$ cat config.mk
export PLATFORM = sky130hd
export DESIGN_NAME = serial_audio_rx
export DESIGN_NICKNAME = d
export VERILOG_FILES = /design/src/rtl/sar_pkg.sv /design/src/rtl/sar_sync.sv /design/src/rtl/sar_fsm.sv /design/src/rtl/serial_audio_rx.sv
export SDC_FILE = /design/constraint.sdc
export NUM_CORES = 1
export LEC_CHECK = 0
export BUFFER_PORTS_ARGS = -buffer_cell sky130_fd_sc_hd__buf_2
export CAP_MARGIN = 20
export CORE_ASPECT_RATIO = 1.2
export CORE_UTILIZATION = 40
export CTS_BUF_LIST = sky130_fd_sc_hd__clkbuf_8
export CTS_CLUSTER_SIZE = 14
export DETAILED_ROUTE_END_ITERATION = 8
export PLACE_DENSITY = 0.58
export REMOVE_ABC_BUFFERS = 1
export SETUP_SLACK_MARGIN = 0.3
export SYNTH_ARGS = -nofsm -noshare
export SYNTH_HDL_FRONTEND = slang
export SYNTH_SLANG_ARGS = --single-unit
$ cat constraint.sdc
create_clock -name clk -period 2.1 [get_ports clk]
set_input_delay 0.21 -clock clk [delete_from_list [all_inputs] [get_ports clk]]
set_output_delay 0.21 -clock clk [all_outputs]
set_load 0.005 [all_outputs]
$ cat src/rtl/sar_pkg.sv
package sar_pkg;

    localparam int SAR_OUT_W = 24;

    typedef enum logic [1:0] {
        FMT_I2S  = 2'd0,
        FMT_LJ   = 2'd1,
        FMT_DSP  = 2'd2,
        FMT_RSVD = 2'd3
    } sar_fmt_e;

    typedef enum logic [1:0] {
        ST_IDLE  = 2'd0,
        ST_SKIP  = 2'd1,
        ST_SHIFT = 2'd2,
        ST_WAIT  = 2'd3
    } sar_state_e;

    function automatic logic [4:0] sar_wlen_bits(input logic [1:0] code);
        logic [4:0] n;
        unique case (code)
            2'd0:    n = 5'd8;
            2'd1:    n = 5'd16;
            2'd2:    n = 5'd20;
            default: n = 5'd24;
        endcase
        return n;
    endfunction

endpackage

$ cat src/rtl/sar_sync.sv
module sar_sync #(
    parameter int STAGES = 2
) (
    input  logic clk,
    input  logic rst_n,
    input  logic bclk_i,
    input  logic fsync_i,
    input  logic sdata_i,
    input  logic inv_i,
    output logic act_edge_o,
    output logic fs_o,
    output logic sd_o
);

    logic [STAGES-1:0] bclk_sh;
    logic [STAGES-1:0] fs_sh;
    logic [STAGES-1:0] sd_sh;
    logic              bclk_last;

    // Data and sync go through the same depth as the clock so all three stay aligned.
    always_ff @(posedge clk or negedge rst_n) begin
        if (!rst_n) begin
            bclk_sh   <= '0;
            fs_sh     <= '0;
            sd_sh     <= '0;
            bclk_last <= 1'b0;
        end else begin
            bclk_sh   <= {bclk_sh[STAGES-2:0], bclk_i};
            fs_sh     <= {fs_sh[STAGES-2:0], fsync_i};
            sd_sh     <= {sd_sh[STAGES-2:0], sdata_i};
            bclk_last <= bclk_sh[STAGES-1];
        end
    end

    logic rise_c;
    logic fall_c;
    assign rise_c     = bclk_sh[STAGES-1] & ~bclk_last;
    assign fall_c     = ~bclk_sh[STAGES-1] & bclk_last;
    assign act_edge_o = inv_i ? fall_c : rise_c;
    assign fs_o       = fs_sh[STAGES-1];
    assign sd_o       = sd_sh[STAGES-1];

endmodule

$ cat src/rtl/sar_fsm.sv
module sar_fsm
    import sar_pkg::*;
(
    input  logic                 clk,
    input  logic                 rst_n,
    input  logic                 en_i,
    input  logic [1:0]           fmt_i,
    input  logic [1:0]           wlen_i,
    input  logic                 dsp_late_i,
    input  logic                 act_edge_i,
    input  logic                 fs_i,
    input  logic                 sd_i,
    input  logic                 err_clr_i,
    output logic [SAR_OUT_W-1:0] data_o,
    output logic                 valid_o,
    output logic                 right_o,
    output logic                 err_o
);

    sar_state_e state_q, state_n;
    logic                 armed_q, fs_prev_q;
    logic                 skip_q, skip_n;
    logic [4:0]           cnt_q, cnt_n;
    logic [SAR_OUT_W-1:0] sh_q, sh_n;
    logic                 ch_q, ch_n;
    logic                 emit_c, err_set_c;
    logic [SAR_OUT_W-1:0] word_c, aligned_c;
    logic                 event_c, ch_evt_c;
    logic [1:0]           delay_c;
    logic [4:0]           wbits_c;

    assign wbits_c   = sar_wlen_bits(wlen_i);
    assign word_c    = {sh_q[SAR_OUT_W-2:0], sd_i};
    assign aligned_c = word_c << (5'd24 - wbits_c);

    // Sync event and per-format delay to the MSB edge.
    always_comb begin
        event_c  = 1'b0;
        delay_c  = 2'd1;
        ch_evt_c = 1'b0;
        unique case (fmt_i)
            FMT_I2S: begin
                event_c  = act_edge_i & armed_q & (fs_i != fs_prev_q);
                delay_c  = 2'd1;
                ch_evt_c = fs_i;
            end
            FMT_LJ: begin
                event_c  = act_edge_i & armed_q & (fs_i != fs_prev_q);
                delay_c  = 2'd0;
                ch_evt_c = ~fs_i;
            end
            FMT_DSP: begin
                event_c  = act_edge_i & armed_q & fs_i;
                delay_c  = dsp_late_i ? 2'd2 : 2'd1;
                ch_evt_c = 1'b0;
            end
            default: begin
                event_c  = 1'b0;
                delay_c  = 2'd1;
                ch_evt_c = 1'b0;
            end
        endcase
    end

    // Next-state logic.
    always_comb begin
        state_n   = state_q;
        skip_n    = skip_q;
        cnt_n     = cnt_q;
        sh_n      = sh_q;
        ch_n      = ch_q;
        emit_c    = 1'b0;
        err_set_c = 1'b0;
        if (!en_i) begin
            state_n = ST_IDLE;                         // disable
        end else if (event_c) begin
            err_set_c = (state_q == ST_SKIP) || (state_q == ST_SHIFT);  // short
            ch_n      = ch_evt_c;
            cnt_n     = 5'd0;
            sh_n      = '0;
            unique case (delay_c)
                2'd0: begin
                    state_n = ST_SHIFT;
                    sh_n    = {{(SAR_OUT_W-1){1'b0}}, sd_i};
                    cnt_n   = 5'd1;
                end
                2'd1:    state_n = ST_SHIFT;
                default: begin
                    state_n = ST_SKIP;
                    skip_n  = 1'b1;
                end
            endcase
        end else if (act_edge_i) begin
            unique case (state_q)
                ST_IDLE: state_n = ST_IDLE;
                ST_SKIP: begin
                    skip_n = 1'b0;
                    if (skip_q) state_n = ST_SHIFT;        // skip_done
                end
                ST_SHIFT: begin
                    sh_n  = word_c;
                    cnt_n = cnt_q + 5'd1;
                    if (cnt_q + 5'd1 == wbits_c) begin     // word_done
                        emit_c = 1'b1;
                        cnt_n  = 5'd0;
                        sh_n   = '0;
                        if (fmt_i == FMT_DSP && !ch_q) begin
                            ch_n    = 1'b1;
                            state_n = ST_SHIFT;
                        end else begin
                            state_n = ST_WAIT;
                        end
                    end
                end
                ST_WAIT: state_n = ST_WAIT;
            endcase
        end
    end

    // State register.
    always_ff @(posedge clk or negedge rst_n) begin
        if (!rst_n) begin
            state_q   <= ST_IDLE;
            skip_q    <= 1'b0;
            cnt_q     <= 5'd0;
            sh_q      <= '0;
            ch_q      <= 1'b0;
            armed_q   <= 1'b0;
            fs_prev_q <= 1'b0;
        end else begin
            state_q <= state_n;
            skip_q  <= skip_n;
            cnt_q   <= cnt_n;
            sh_q    <= sh_n;
            ch_q    <= ch_n;
            if (!en_i) begin
                armed_q <= 1'b0;
            end else if (act_edge_i) begin
                armed_q   <= 1'b1;
                fs_prev_q <= fs_i;
            end
        end
    end

    // Output registers.
    always_ff @(posedge clk or negedge rst_n) begin
        if (!rst_n) begin
            valid_o <= 1'b0;
            data_o  <= '0;
            right_o <= 1'b0;
            err_o   <= 1'b0;
        end else begin
            valid_o <= emit_c;
            if (emit_c) begin
                data_o  <= aligned_c;
                right_o <= ch_q;
            end
            if (err_set_c)      err_o <= 1'b1;
            else if (err_clr_i) err_o <= 1'b0;
        end
    end

endmodule

$ cat src/rtl/serial_audio_rx.sv
module serial_audio_rx
    import sar_pkg::*;
#(
    parameter int SYNC_STAGES = 2,
    parameter int RATE_W      = 2
) (
    input  logic                 clk,
    input  logic                 rst_n,
    input  logic                 bclk_i,
    input  logic                 fsync_i,
    input  logic                 sdata_i,
    input  logic [1:0]           fmt_i,
    input  logic [1:0]           wlen_i,
    input  logic                 bclk_inv_i,
    input  logic                 dsp_late_i,
    input  logic [RATE_W-1:0]    rate_i,
    input  logic                 err_clr_i,
    output logic [SAR_OUT_W-1:0] smp_data_o,
    output logic                 smp_valid_o,
    output logic                 smp_right_o,
    output logic                 short_err_o
);

    logic act_edge_w, fs_w, sd_w, en_w;

    assign en_w = (rate_i != '0) && (fmt_i != FMT_RSVD);

    sar_sync #(.STAGES(SYNC_STAGES)) u_sync (
        .clk       (clk),
        .rst_n     (rst_n),
        .bclk_i    (bclk_i),
        .fsync_i   (fsync_i),
        .sdata_i   (sdata_i),
        .inv_i     (bclk_inv_i),
        .act_edge_o(act_edge_w),
        .fs_o      (fs_w),
        .sd_o      (sd_w)
    );

    sar_fsm u_fsm (
        .clk       (clk),
        .rst_n     (rst_n),
        .en_i      (en_w),
        .fmt_i     (fmt_i),
        .wlen_i    (wlen_i),
        .dsp_late_i(dsp_late_i),
        .act_edge_i(act_edge_w),
        .fs_i      (fs_w),
        .sd_i      (sd_w),
        .err_clr_i (err_clr_i),
        .data_o    (smp_data_o),
        .valid_o   (smp_valid_o),
        .right_o   (smp_right_o),
        .err_o     (short_err_o)
    );

endmodule

==> results of run 1 <==
cell families (layout without fill, tap and decap cells):
group | Yosys count | count (layout) | synth area share (%)
flip-flops | 68 | 68 | 47.9
AO/OA/AOI/OAI | 111 | 111 | 21.2
multiplexers | 21 | 21 | 6.09
XOR/XNOR | 5 | 5 | 1.23
AND/OR/NAND/NOR | 127 | 128 | 16.0
adder cells (fa/ha/maj) | 9 | 9 | 3.17
buffers and inverters | 36 | 113 | 4.47
stage by stage:
| step | power (mW) | setup TNS [ns] | area [um2] | utilization, % | setup WS [ns] |
|---|---|---|---|---|---|
| after CTS | 2.85 | 0 | 4500 | 52.3 | 0.0392 |
| after floorplan | 1.61 | -25.82 | 3430 | - | -0.668 |
| after global routing | 2.97 | -0.482 | 4600 | 53.4 | -0.0656 |
| after global placement | 1.76 | -1.19 | 4080 | 47.4 | -0.119 |
| after detailed placement | 1.76 | -6.20 | 4080 | 47.4 | -0.284 |
| final | 2.84 | -0.0162 | 4600 | 53.4 | -0.0114 |
report_power, final:
group | switching [mW] | internal, mW | leakage, nW | total, mW
Clock | 0.518 | 0.533 | 0.101 | 1.05
Combinational | 0.201 | 0.152 | 1.07 | 0.353
Sequential | 0.0724 | 1.36 | 0.919 | 1.43
Total | 0.791 | 2.04 | 2.09 | 2.84
layer usage:
layer  GRT usage (%)  vias up  part of all wire (%)
li1                -     1472                     -
met1            25.6     1425                    45
met2            32.1       56                    49
met3            4.07       17                   3.1
met4            10.1        0                   3.0
met5               0        -                     0
worst max-delay path by stage:
| stage | end | slack (ns) | depth (start not counted) |
|---|---|---|---|
| 2_1_floorplan | u_fsm.data_o[12] | -0.67 | 8 |
| 5_1_grt | u_fsm.data_o[15] | -0.07 | 7 |
| 6_report | u_fsm.data_o[15] | -0.01 | 7 |
| 3_5_place_dp | u_fsm.data_o[15] | -0.28 | 10 |
| 3_3_place_gp | u_fsm.data_o[15] | -0.12 | 10 |
| 4_1_cts | u_fsm.data_o[5] | 0.04 | 6 |
flip-flops by register name, summed over array words and instances (netlist names), 2 cells and up:
| register | flops |
|---|---|
| u_sync.sd_sh | 2 |
| u_fsm.state_q | 2 |
| u_fsm.cnt_q | 5 |
| u_fsm.sh_q | 23 |
| u_fsm.data_o | 24 |
| u_sync.bclk_sh | 2 |
| u_sync.fs_sh | 2 |
final cells by class:
class / count / share of cell area [%]
sequential: 68 / 37.1
clock inverter: 7 / 1.31
timing repair buffer: 87 / 13.8
multi-input combinational: 274 / 41.1
clock buffer: 9 / 2.69
inverter: 10 / 0.816
tap: 117 / 3.18
repair_timing:
item	in CTS	in global routing
hold endpoints to repair	71	0
cloned	1	0
setup endpoints to repair	56	57
setup buffers	6	2
resized for setup	38	16
hold buffers	4	0
pin swaps	16	4
cells in the final DEF (no fill, tap or decap), types with 3 or more instances in the layout:
| master | Yosys | layout |
|---|---|---|
| nand2_1 | 83 | 76 |
| dfrtp_1 | 68 | 65 |
| buf_2 | 7 | 40 |
| o21ai_0 | 42 | 36 |
| buf_4 | 0 | 33 |
| a21oi_1 | 19 | 18 |
| nor2_1 | 16 | 16 |
| mux2i_1 | 16 | 16 |
| inv_1 | 10 | 12 |
| ha_1 | 9 | 9 |
| clkbuf_8 | 0 | 9 |
| a211oi_1 | 8 | 8 |
| a21o_1 | 7 | 7 |
| nor2b_1 | 6 | 6 |
| nand2_2 | 0 | 5 |
| mux2_2 | 5 | 5 |
| buf_6 | 2 | 5 |
| o21ai_2 | 0 | 4 |
| a31oi_1 | 5 | 4 |
| o41ai_2 | 2 | 4 |
| nor3_1 | 6 | 4 |
| o22a_1 | 4 | 4 |
| dlygate4sd3_1 | 0 | 4 |
| xnor2_2 | 0 | 3 |
| o31ai_2 | 3 | 3 |
| o211ai_1 | 3 | 3 |
| a2111oi_4 | 1 | 3 |
| clkinv_2 | 0 | 3 |
| buf_12 | 0 | 3 |
| dfrtp_2 | 0 | 3 |
==> metrics.yaml, run 1 <==
timing:
  fin_skew_ns: 0.00895
  rsz0062_at_grt: "yes"
  max_slew_margin_pct: 67.3
  drv_slew: 0
  finalCritPeriodShare_pct: 101
  setup_viol: 2
  tightest_slew_ns: 0.477
  fin_ws_ns: -0.0114
  period_needed_ns: 2.11
  hold_slack_ns: 0.0387
  hold_viol: 0
  clock.fmax_ghz: 0.474
drt:
  routed-via-count: 2970
  wl_per_cell_um: 14.8
  firstDrtPassIters: 4
  drc_errors: 0
  drt_wl_total_mm: 8.49
  drtAntennaViolNets: 0
  avgViaCountPerCell: 5.19
  drt_iter0_drc: 121
cts:
  worstSkewPairLatency_ns: 0.36
  cts_max_path_buffers: 2
  cts_tree: "built"
  cts_buffers: 9
  root_buffer: "clkbuf_8"
  path_clk_slew_ns: 0.08
  htreeDepth: 3
  cts.sinks: 68
synth:
  synth-edff-count: 0
  yosysWarnings: 0
  synth.distinct_cells: 49
  synth_area_leaders: "dfrtp_1 (48%), nand2_1 (8.8%), o21ai_0 (5.9%), mux2i_1 (4.5%), ha_1 (3.2%)"
  async_reset_ff_share_pct: 100
  synthCells: 377
  yosysTopAreaCell: "dfrtp_1"
  syn_area_mm2: 0.00355
  yosysSeqAreaShare_pct: 47.9
  synth_common_cells: "nand2_1 (83), dfrtp_1 (68), o21ai_0 (42)"
  yosysMostFrequentCell: "nand2_1"
  synth_flop_cell: "dfrtp_1"
  synth_top_area_share_pct: 47.9
  ys_ff_latch: 68
  avgSynthCellArea_um2: 9.42
min_path:
  whs_endpoint: "u_fsm.err_o"
  worstHoldPathType: "in -> reg"
  min_from: "err_clr_i"
  hold_depth: 2
die:
  initial_core_util_pct: 41.3
  die-area_mm2: 0.00926
  fp.dieW_um: 88.0
  floorplan.io_pins: 41
  num_rows: 37
  die_h_um: 105
  core-area_mm2: 0.00861
global_route:
  grt_max_degree: 69
  grtUsageTotal_pct: 20.1
  grt-ovfl-total: 0
  grt_first_pass_wirelength_mm: 14.4
  antenna_found_initial: 0
  grt_pass1_vias: 2963
critical_path:
  rrSetupSlack_ns: -0.01
  crit_arrival_ns: 2.41
  critPathCaptureType: "flip-flop"
  crit_buf_inv: 1
  max_stage_delay_ns: 0.43
  reg2reg_depth: 7
  crit_family: "simple AND/OR/NAND/NOR gates"
  r2r_start: "u_fsm.cnt_q[4]"
  path_cells: "xnor2_2, and4_4, o311ai_4, or3_4, buf_12, a2111oi_4, a21o_1"
  critPathLaunchType: "flip-flop"
  r2r-end: "u_fsm.data_o[15]"
  cp.required_ns: 2.40
  crit_path_start: "u_fsm.cnt_q[4]"
  path_class: "reg -> reg"
  path_max_fanout: 7
  cpMaxStageDelayCell: "or3_4"
finish:
  nets: 473
  seqCellArea_mm2: 0.00171
  area_growth_pct: 29.4
  nFillCells: 821
  multi_input_area_mm2: 0.00189
  drive_gt1_share_pct: 31.0
  diodes: 0
  fin_cells: 572
pwr:
  p_leak_nw: 2.09
  peakVddDrop_uv: 336
  p_per_area_mw_per_mm2: 617
run_status:
  failed_checks: "negative setup slack"
  status: "finished with violations"
place:
  dp_hpwl_mm: 5.63
  dpl.cell_count: 543
  place_congestion: 0.891
  port_buffers: 40
run:
  drv_cap: 0
Note: power is estimated with default switching activity, not from simulation.
==> inputs of run 2 (changes only) <==
--- a/config.mk
+++ b/config.mk
@@ -12,7 +12,7 @@
 export CTS_BUF_LIST = sky130_fd_sc_hd__clkbuf_8
 export CTS_CLUSTER_SIZE = 14
 export DETAILED_ROUTE_END_ITERATION = 8
-export PLACE_DENSITY = 0.58
+export PLACE_DENSITY = 0.57
 export REMOVE_ABC_BUFFERS = 1
 export SETUP_SLACK_MARGIN = 0.3
 export SYNTH_ARGS = -nofsm -noshare
==> run 2 against run 1 <==
The run now ends clean; worst hold slack improved by 0.028 ns; flip-flop and latch count is the same; register-to-register slack improved by 0.02 ns; clock power rose by 9.5%; final cell count fell by 1.4%; clock skew is essentially flat; die area is the same; first-iteration DRC count is 70% higher; worst setup slack better by 0.017 ns; power is 3.6% higher; final area up 2.0%.
==> metrics.yaml, run 2 (synthesis gave the netlist of run 1 again) <==
finish:
  post-route-cell-area_mm2: 0.00469  # +2.0%
  fin_cells: 564  # -1.4%
  reg.largest.list: "u_fsm.data_o x24, u_fsm.sh_q x23, u_fsm.cnt_q x5"
  multi_input_area_mm2: 0.00197  # +4.0%
  final_common_cell: "nand2_1"
  seqCellArea_mm2: 0.00170  # about the same
  largest_register: "u_fsm.data_o"
  nets: 466  # -1.5%
  area_growth_pct: 32.0
  largest_reg_flops: 24  # unchanged
  final_cell_mix: "nand2_1 (71), dfrtp_1 (66), buf_2 (40)"
  final_util_pct: 54.5  # +1.1 points
  drive_gt1_share_pct: 32.2  # +1.2 points
  diodes: 0  # unchanged
  nFillCells: 787  # -4.1%
cts:
  root_buffer: "clkbuf_8"
  cts_tree: "built"
  cts_buffers: 9  # unchanged
  htreeDepth: 3  # unchanged
  cts.sinks: 68  # unchanged
  path_clk_slew_ns: 0.08  # about the same
  worstSkewPairLatency_ns: 0.34  # -0.02 ns
  cts_max_path_buffers: 2  # unchanged
die:
  num_rows: 37  # unchanged
  die-area_mm2: 0.00926  # unchanged
  initial_core_util_pct: 41.3  # unchanged
  core-area_mm2: 0.00861  # unchanged
  floorplan.io_pins: 41  # unchanged
  die_h_um: 105  # unchanged
  fp.dieW_um: 88.0  # unchanged
drt:
  drtAntennaViolNets: 0  # unchanged
  drt_wl_total_mm: 8.52  # +0.38%
  drc_errors: 0  # unchanged
  wl_per_cell_um: 15.1  # +1.8%
  avgViaCountPerCell: 5.31  # +2.2%
  routed-via-count: 2994  # +0.81%
  firstDrtPassIters: 4  # unchanged
  drt_iter0_drc: 206  # +70%
timing:
  rsz0062_at_grt: "yes"
  period_needed_ns: 2.09  # -0.0170 ns
  fin_tns_setup_ns: 0  # +0.0162 ns
  fin_skew_ns: 0.00892  # -0.0000321 ns
  hold_viol: 0  # unchanged
  fin_ws_ns: 0.00556  # +0.0170 ns
  tightest_slew_ns: 0.589  # +0.112 ns
  setup_viol: 0  # -2
  clock.fmax_ghz: 0.477  # +0.81%
  drv_slew: 0  # unchanged
  finalCritPeriodShare_pct: 99.7  # -0.81 points
  max_slew_margin_pct: 60.6  # -6.7 points
global_route:
  grtUsageTotal_pct: 18.8  # -1.4 points
  antenna_found_initial: 0  # unchanged
  grt_max_degree: 69  # unchanged
  grt_first_pass_wirelength_mm: 13.7  # -4.9%
  grt_pass1_vias: 2830  # -4.5%
  grt-ovfl-total: 0  # unchanged
critical_path:
  critPathCaptureType: "flip-flop"
  rrSetupSlack_ns: 0.006  # +0.02 ns
  reg2reg_depth: 7  # unchanged
  crit_end: "u_fsm.data_o[15]"
  critPathLaunchType: "flip-flop"
  r2r_start: "u_fsm.cnt_q[4]"
  r2r-end: "u_fsm.data_o[15]"
  cp.required_ns: 2.34  # -0.06 ns
  path_class: "reg -> reg"
  crit_arrival_ns: 2.33  # -0.08 ns
  crit_path_start: "u_fsm.cnt_q[4]"
  path_max_fanout: 6  # -1
pwr:
  p_comb_share_pct: 12.3  # -0.2 points
  p_sw_share_pct: 26.4  # -1.5 points
  p_per_area_mw_per_mm2: 627  # +1.6%
  switchingPower_uw: 775  # -2.0%
  p_leak_nw: 2.10  # +0.49%
  intPower_mw: 2.16  # +5.8%
  clockPowerShare_pct: 39.3  # +2.2 points
  peakVddDrop_uv: 285  # -15%
  pwr-share-seq_pct: 48.5  # -2.0 points
min_path:
  min_from: "err_clr_i"
  worstHoldPathType: "in -> reg"
place:
  port_buffers: 40  # unchanged
  place_ws_ns: -0.157  # +0.127 ns
  dpl.cell_count: 537  # -1.1%
  dpl_cell_area_mm2: 0.00405  # -0.80%
  dp_hpwl_mm: 5.51  # -2.1%
  place_congestion: 0.807  # -9.4%
run:
  drv_cap: 0  # unchanged
run_status:
  status: "finished clean"
[run 2: cell types whose count changed in the layout (fill, tap and decap cells not counted), sizes merged]
cell and delta:
buf -8, bufinv +1, clkbuf +1, clkinv -1
inv -1
[run 2: area by class of cell]
class / count / share of cell area, %
sequential: 68 / 36.3
inverter: 10 / 0.800
tap: 117 / 3.12
clock buffer: 9 / 2.64
multi-input combinational: 274 / 41.9
timing repair buffer: 80 / 13.4
clock inverter: 6 / 1.73
[run 2: worst min-delay path by stage]
stage | endpoint | depth (start not counted)
final | u_fsm.err_o | 2
after global routing | u_fsm.err_o | 2
after CTS | u_fsm.err_o | 2
after detailed placement | u_fsm.data_o[7] | 2
after global placement | u_fsm.data_o[23] | 2
after floorplan | u_fsm.armed_q | 0
[run 2: power groups by stage]
stage / sequential, mW / clock, mW / combinational (mW)
2_1_floorplan: 1.43 / 0 / 0.180
3_3_place_gp: 1.45 / 0 / 0.315
3_5_place_dp: 1.45 / 0 / 0.319
4_1_cts: 1.42 / 1.17 / 0.330
5_1_grt: 1.43 / 1.23 / 0.401
6_report: 1.42 / 1.15 / 0.360
[run 2: routing by layer]
layer | wire, um | track usage, % | up-vias
met5 | 0 | 0 | -
met3 | 335 | 3.29 | 14
met4 | 148 | 6.91 | 0
met1 | 3830 | 24.6 | 1450
li1 | - | - | 1456
met2 | 4200 | 30.7 | 74
[run 2: repair_timing]
item                       CTS  global route
hold endpoints to repair    71             0
pin swaps                    0            19
buffers inserted             0             6
cloned                       0             2
setup endpoints to repair   56            56
hold buffers                 4             0
gates resized for setup      5            87
[run 2: critical path, cell delays in order (launching register included)]
cell and delay [ns]:
dfrtp_1 0.41, xnor2_2 0.17, nor4b_4 0.31, o311ai_4 0.16, or3_4 0.49, buf_6 0.16, clkbuf_16 0.15, a21o_1 0.15
[run 2: through the flow]
stage | hold WS, ns | power, mW
5_1_grt | 0.0593 | 3.06
6_report | 0.0667 | 2.94
3_3_place_gp | 0.262 | 1.76
3_5_place_dp | 0.264 | 1.77
2_1_floorplan | -0.0856 | 1.61
4_1_cts | 0.0542 | 2.92
==> inputs of run 3 (changes only) <==
--- a/config.mk
+++ b/config.mk
@@ -5,7 +5,8 @@
 export SDC_FILE = /design/constraint.sdc
 export NUM_CORES = 1
 export LEC_CHECK = 0
-export BUFFER_PORTS_ARGS = -buffer_cell sky130_fd_sc_hd__buf_2
+export ABC_AREA = 1
+export BUFFER_PORTS_ARGS = -buffer_cell sky130_fd_sc_hd__clkbuf_2
 export CAP_MARGIN = 20
 export CORE_ASPECT_RATIO = 1.2
 export CORE_UTILIZATION = 40
==> run 3 against run 2 <==
Register-to-register slack improved by 0.39 ns; power rose by 7.7%; combinational power rose by 92%; first-iteration DRC count fell by 8.3%; clock power fell by 16%; worst setup slack improved by 0.39 ns; critical path type unchanged; largest power group unchanged.
==> metrics.yaml, run 3 <==
timing:
  fin_skew_ns: 0.00590  # -0.00302 ns
  hold_slack_ns: 0.0519  # -0.0148 ns
  drv_slew: 0  # unchanged
  period_needed_ns: 1.70  # -0.390 ns
  rsz0062_at_grt: "yes"
  finalCritPeriodShare_pct: 81.2  # -19 points
  setup_viol: 0  # unchanged
  hold_viol: 0  # unchanged
  clock.fmax_ghz: 0.587  # +23%
  max_slew_margin_pct: 65.3  # +4.6 points
  tightest_slew_ns: 0.518  # -0.0712 ns
run_status:
  status: "finished clean"
finish:
  nets: 554  # +19%
  drive_gt1_share_pct: 21.8  # -10 points
  post-route-cell-area_mm2: 0.00441  # -5.9%
  final_cell_mix: "nand2_1 (172), dfrtp_1 (67), clkbuf_2 (39)"
  final_util_pct: 48.8  # -5.6 points
  reg.largest.list: "u_fsm.data_o x24, u_fsm.sh_q x23, u_fsm.cnt_q x5"
  largest_register: "u_fsm.data_o"
  largest_reg_flops: 24  # unchanged
  diodes: 0  # unchanged
  area_growth_pct: 18.8
  nFillCells: 912  # +16%
  fin_cells: 656  # +16%
  final_common_cell: "nand2_1"
drt:
  drt_wl_total_mm: 8.52  # about the same
  avgViaCountPerCell: 4.98  # -6.1%
  routed-via-count: 3270  # +9.2%
  firstDrtPassIters: 5  # +1
  wl_per_cell_um: 13.0  # -14%
  drtAntennaViolNets: 0  # unchanged
  drt_iter0_drc: 189  # -8.3%
  drc_errors: 0  # unchanged
global_route:
  busiest_layer: "met2"
  antenna_found_initial: 0  # unchanged
  use_met1_pct: 22.5  # -2.1 points
  grt_util_met3_pct: 2.40  # -0.89 points
  grtUsageTotal_pct: 19.2  # +0.47 points
  grt_util_met2_pct: 35.9  # +5.3 points
  grt_first_pass_wirelength_mm: 15.0  # +9.7%
  grt_max_degree: 37  # -46%
  grt_pass1_vias: 3252  # +15%
  grt-ovfl-total: 0  # unchanged
critical_path:
  path_class: "reg -> reg"
  path_max_fanout: 12  # +6
  r2r-end: "u_fsm.cnt_q[3]"
  cp.required_ns: 2.32  # -0.02 ns
  cpMaxStageDelayCell: "dfrtp_1"
  r2r_start: "u_fsm.cnt_q[0]"
  max_stage_delay_ns: 0.41  # -0.08 ns
  critPathLaunchType: "flip-flop"
  path_common_cell: "nand2_2"
  reg2reg_depth: 11  # +4
  rrSetupSlack_ns: 0.40  # +0.39 ns
  path_cells: "ha_4, nand2_2, nor2_2, nand2_1, nand3_2, nand2_1, nor2_1, nand2_2, nand2_2, buf_12, o22ai_1"
  crit_arrival_ns: 1.93  # -0.40 ns
  critPathCaptureType: "flip-flop"
pwr:
  peakVddDrop_uv: 386  # +36%
  p_per_area_mw_per_mm2: 717  # +14%
  p_leak_nw: 2.15  # +2.5%
  power_mw: 3.16  # +7.7%
synth:
  avgSynthCellArea_um2: 7.82  # -17%
  synthCells: 475  # +26%
  ys_ff_latch: 68  # unchanged
  yosysMostFrequentCell: "nand2_1"
  synth_area_leaders: "dfrtp_1 (46%), nand2_1 (17%), nand3_1 (5.0%), o21ai_0 (3.8%), o21ai_1 (3.2%)"
  synth_flop_cell: "dfrtp_1"
  syn_area_mm2: 0.00371  # +4.5%
  yosysSeqAreaShare_pct: 45.8  # -2.1 points
  synth-edff-count: 0  # unchanged
  async_reset_ff_share_pct: 100  # unchanged
  synth_top_area_share_pct: 45.8  # -2.1 points
  synth.distinct_cells: 36  # -27%
  yosysTopAreaCell: "dfrtp_1"
  yosysWarnings: 0  # unchanged
  synth_common_cells: "nand2_1 (173), dfrtp_1 (68), nand3_1 (37)"
min_path:
  hold_depth: 2  # unchanged
  min_from: "err_clr_i"
  whs_endpoint: "u_fsm.err_o"
  worstHoldPathType: "in -> reg"
cts:
  cts_max_path_buffers: 2  # unchanged
  cts.sinks: 68  # unchanged
  worstSkewPairLatency_ns: 0.34  # about the same
  path_clk_slew_ns: 0.08  # about the same
  cts_tree: "built"
  root_buffer: "clkbuf_8"
  cts_buffers: 9  # unchanged
  htreeDepth: 3  # unchanged
die:
  fp.dieW_um: 89.9  # +2.2%
  num_rows: 38  # +2.7%
  die_h_um: 108  # +2.2%
  floorplan.io_pins: 41  # unchanged
  die-area_mm2: 0.00967  # +4.4%
  core-area_mm2: 0.00903  # +4.9%
  initial_core_util_pct: 41.1  # -0.16 points
place:
  dpl_cell_area_mm2: 0.00401  # -0.90%
  place_congestion: 0.824  # +2.1%
  dpl.cell_count: 623  # +16%
  port_buffers: 40  # unchanged
  dp_hpwl_mm: 5.74  # +4.1%
run:
  drv_cap: 0  # unchanged
[run 3: what timing repair did]
action / 4_1_cts / 5_1_grt
pin swaps: 0 / 3
endpoints found under the hold margin: 71 / 0
endpoints found under the setup margin: 32 / 56
cloned: 0 / 0
gates resized for setup: 4 / 14
hold buffers: 4 / 0
buffers inserted: 1 / 12
[run 3: cell type report]
type | instances | area [um2] | share of cell area, %
multi-input cells | 349 | 1780 | 40.4
flip-flops and latches | 68 | 1700 | 38.6
repair buffers | 69 | 473 | 10.7
well taps | 120 | 150 | 3.40
inverters | 34 | 130 | 2.95
clock buffers | 9 | 124 | 2.81
clock inverters | 7 | 51.3 | 1.16
[run 3: worst max path at each step]
stage               slack (ns)               end      startpoint  depth (start not counted)
floorplan                -0.12        u_fsm.ch_q       wlen_i[0]                         11
global placement          0.19  u_fsm.data_o[17]       wlen_i[0]                         11
detailed placement        0.18  u_fsm.data_o[17]       wlen_i[0]                         11
CTS                       0.30   u_fsm.data_o[7]  u_fsm.cnt_q[1]                         11
global route              0.25   u_fsm.data_o[7]  u_fsm.cnt_q[0]                         11
finish                    0.40    u_fsm.cnt_q[3]  u_fsm.cnt_q[0]                         11
[run 3: report_power, final]
group	internal, mW	switching [mW]	total (mW)
registers	1.40	0.104	1.51
clock network	0.432	0.534	0.965
logic	0.278	0.414	0.692
[run 3: through the flow]
stage | setup TNS (ns) | setup slack, ns
floorplan | -2.09 | -0.116
global placement | 0 | 0.191
detailed placement | 0 | 0.181
CTS | 0 | 0.301
global route | 0 | 0.252
finish | 0 | 0.396
[run 3: worst max-delay path, delay by kind of cell (launching register included)]
kind | cells | cell delay [ns]
flip-flops | 1 | 0.41
AO/OA/AOI/OAI | 1 | 0.09
AND/OR/NAND/NOR | 8 | 0.73
buffers and inverters | 1 | 0.16
adder cells (fa/ha/maj) | 1 | 0.18
[run 3: logic make-up (layout without fill, tap and decap cells)]
family                   Yosys count  count (layout)  share of synthesized area, %
multiplexers                       1               1                         0.270
XOR/XNOR                           1               1                         0.236
flip-flops                        68              68                          45.8
buffers and inverters             58             119                          7.62
AO/OA/AOI/OAI                     86              86                          13.8
adder cells (fa/ha/maj)            9               9                          3.03
AND/OR/NAND/NOR                  252             252                          29.3
[run 3: routing by layer]
layer | part of all wire [%] | wire length [um]
met1 | 44 | 3770
met2 | 52 | 4400
met3 | 3.1 | 263
met4 | 1.0 | 87
met5 | 0 | 0
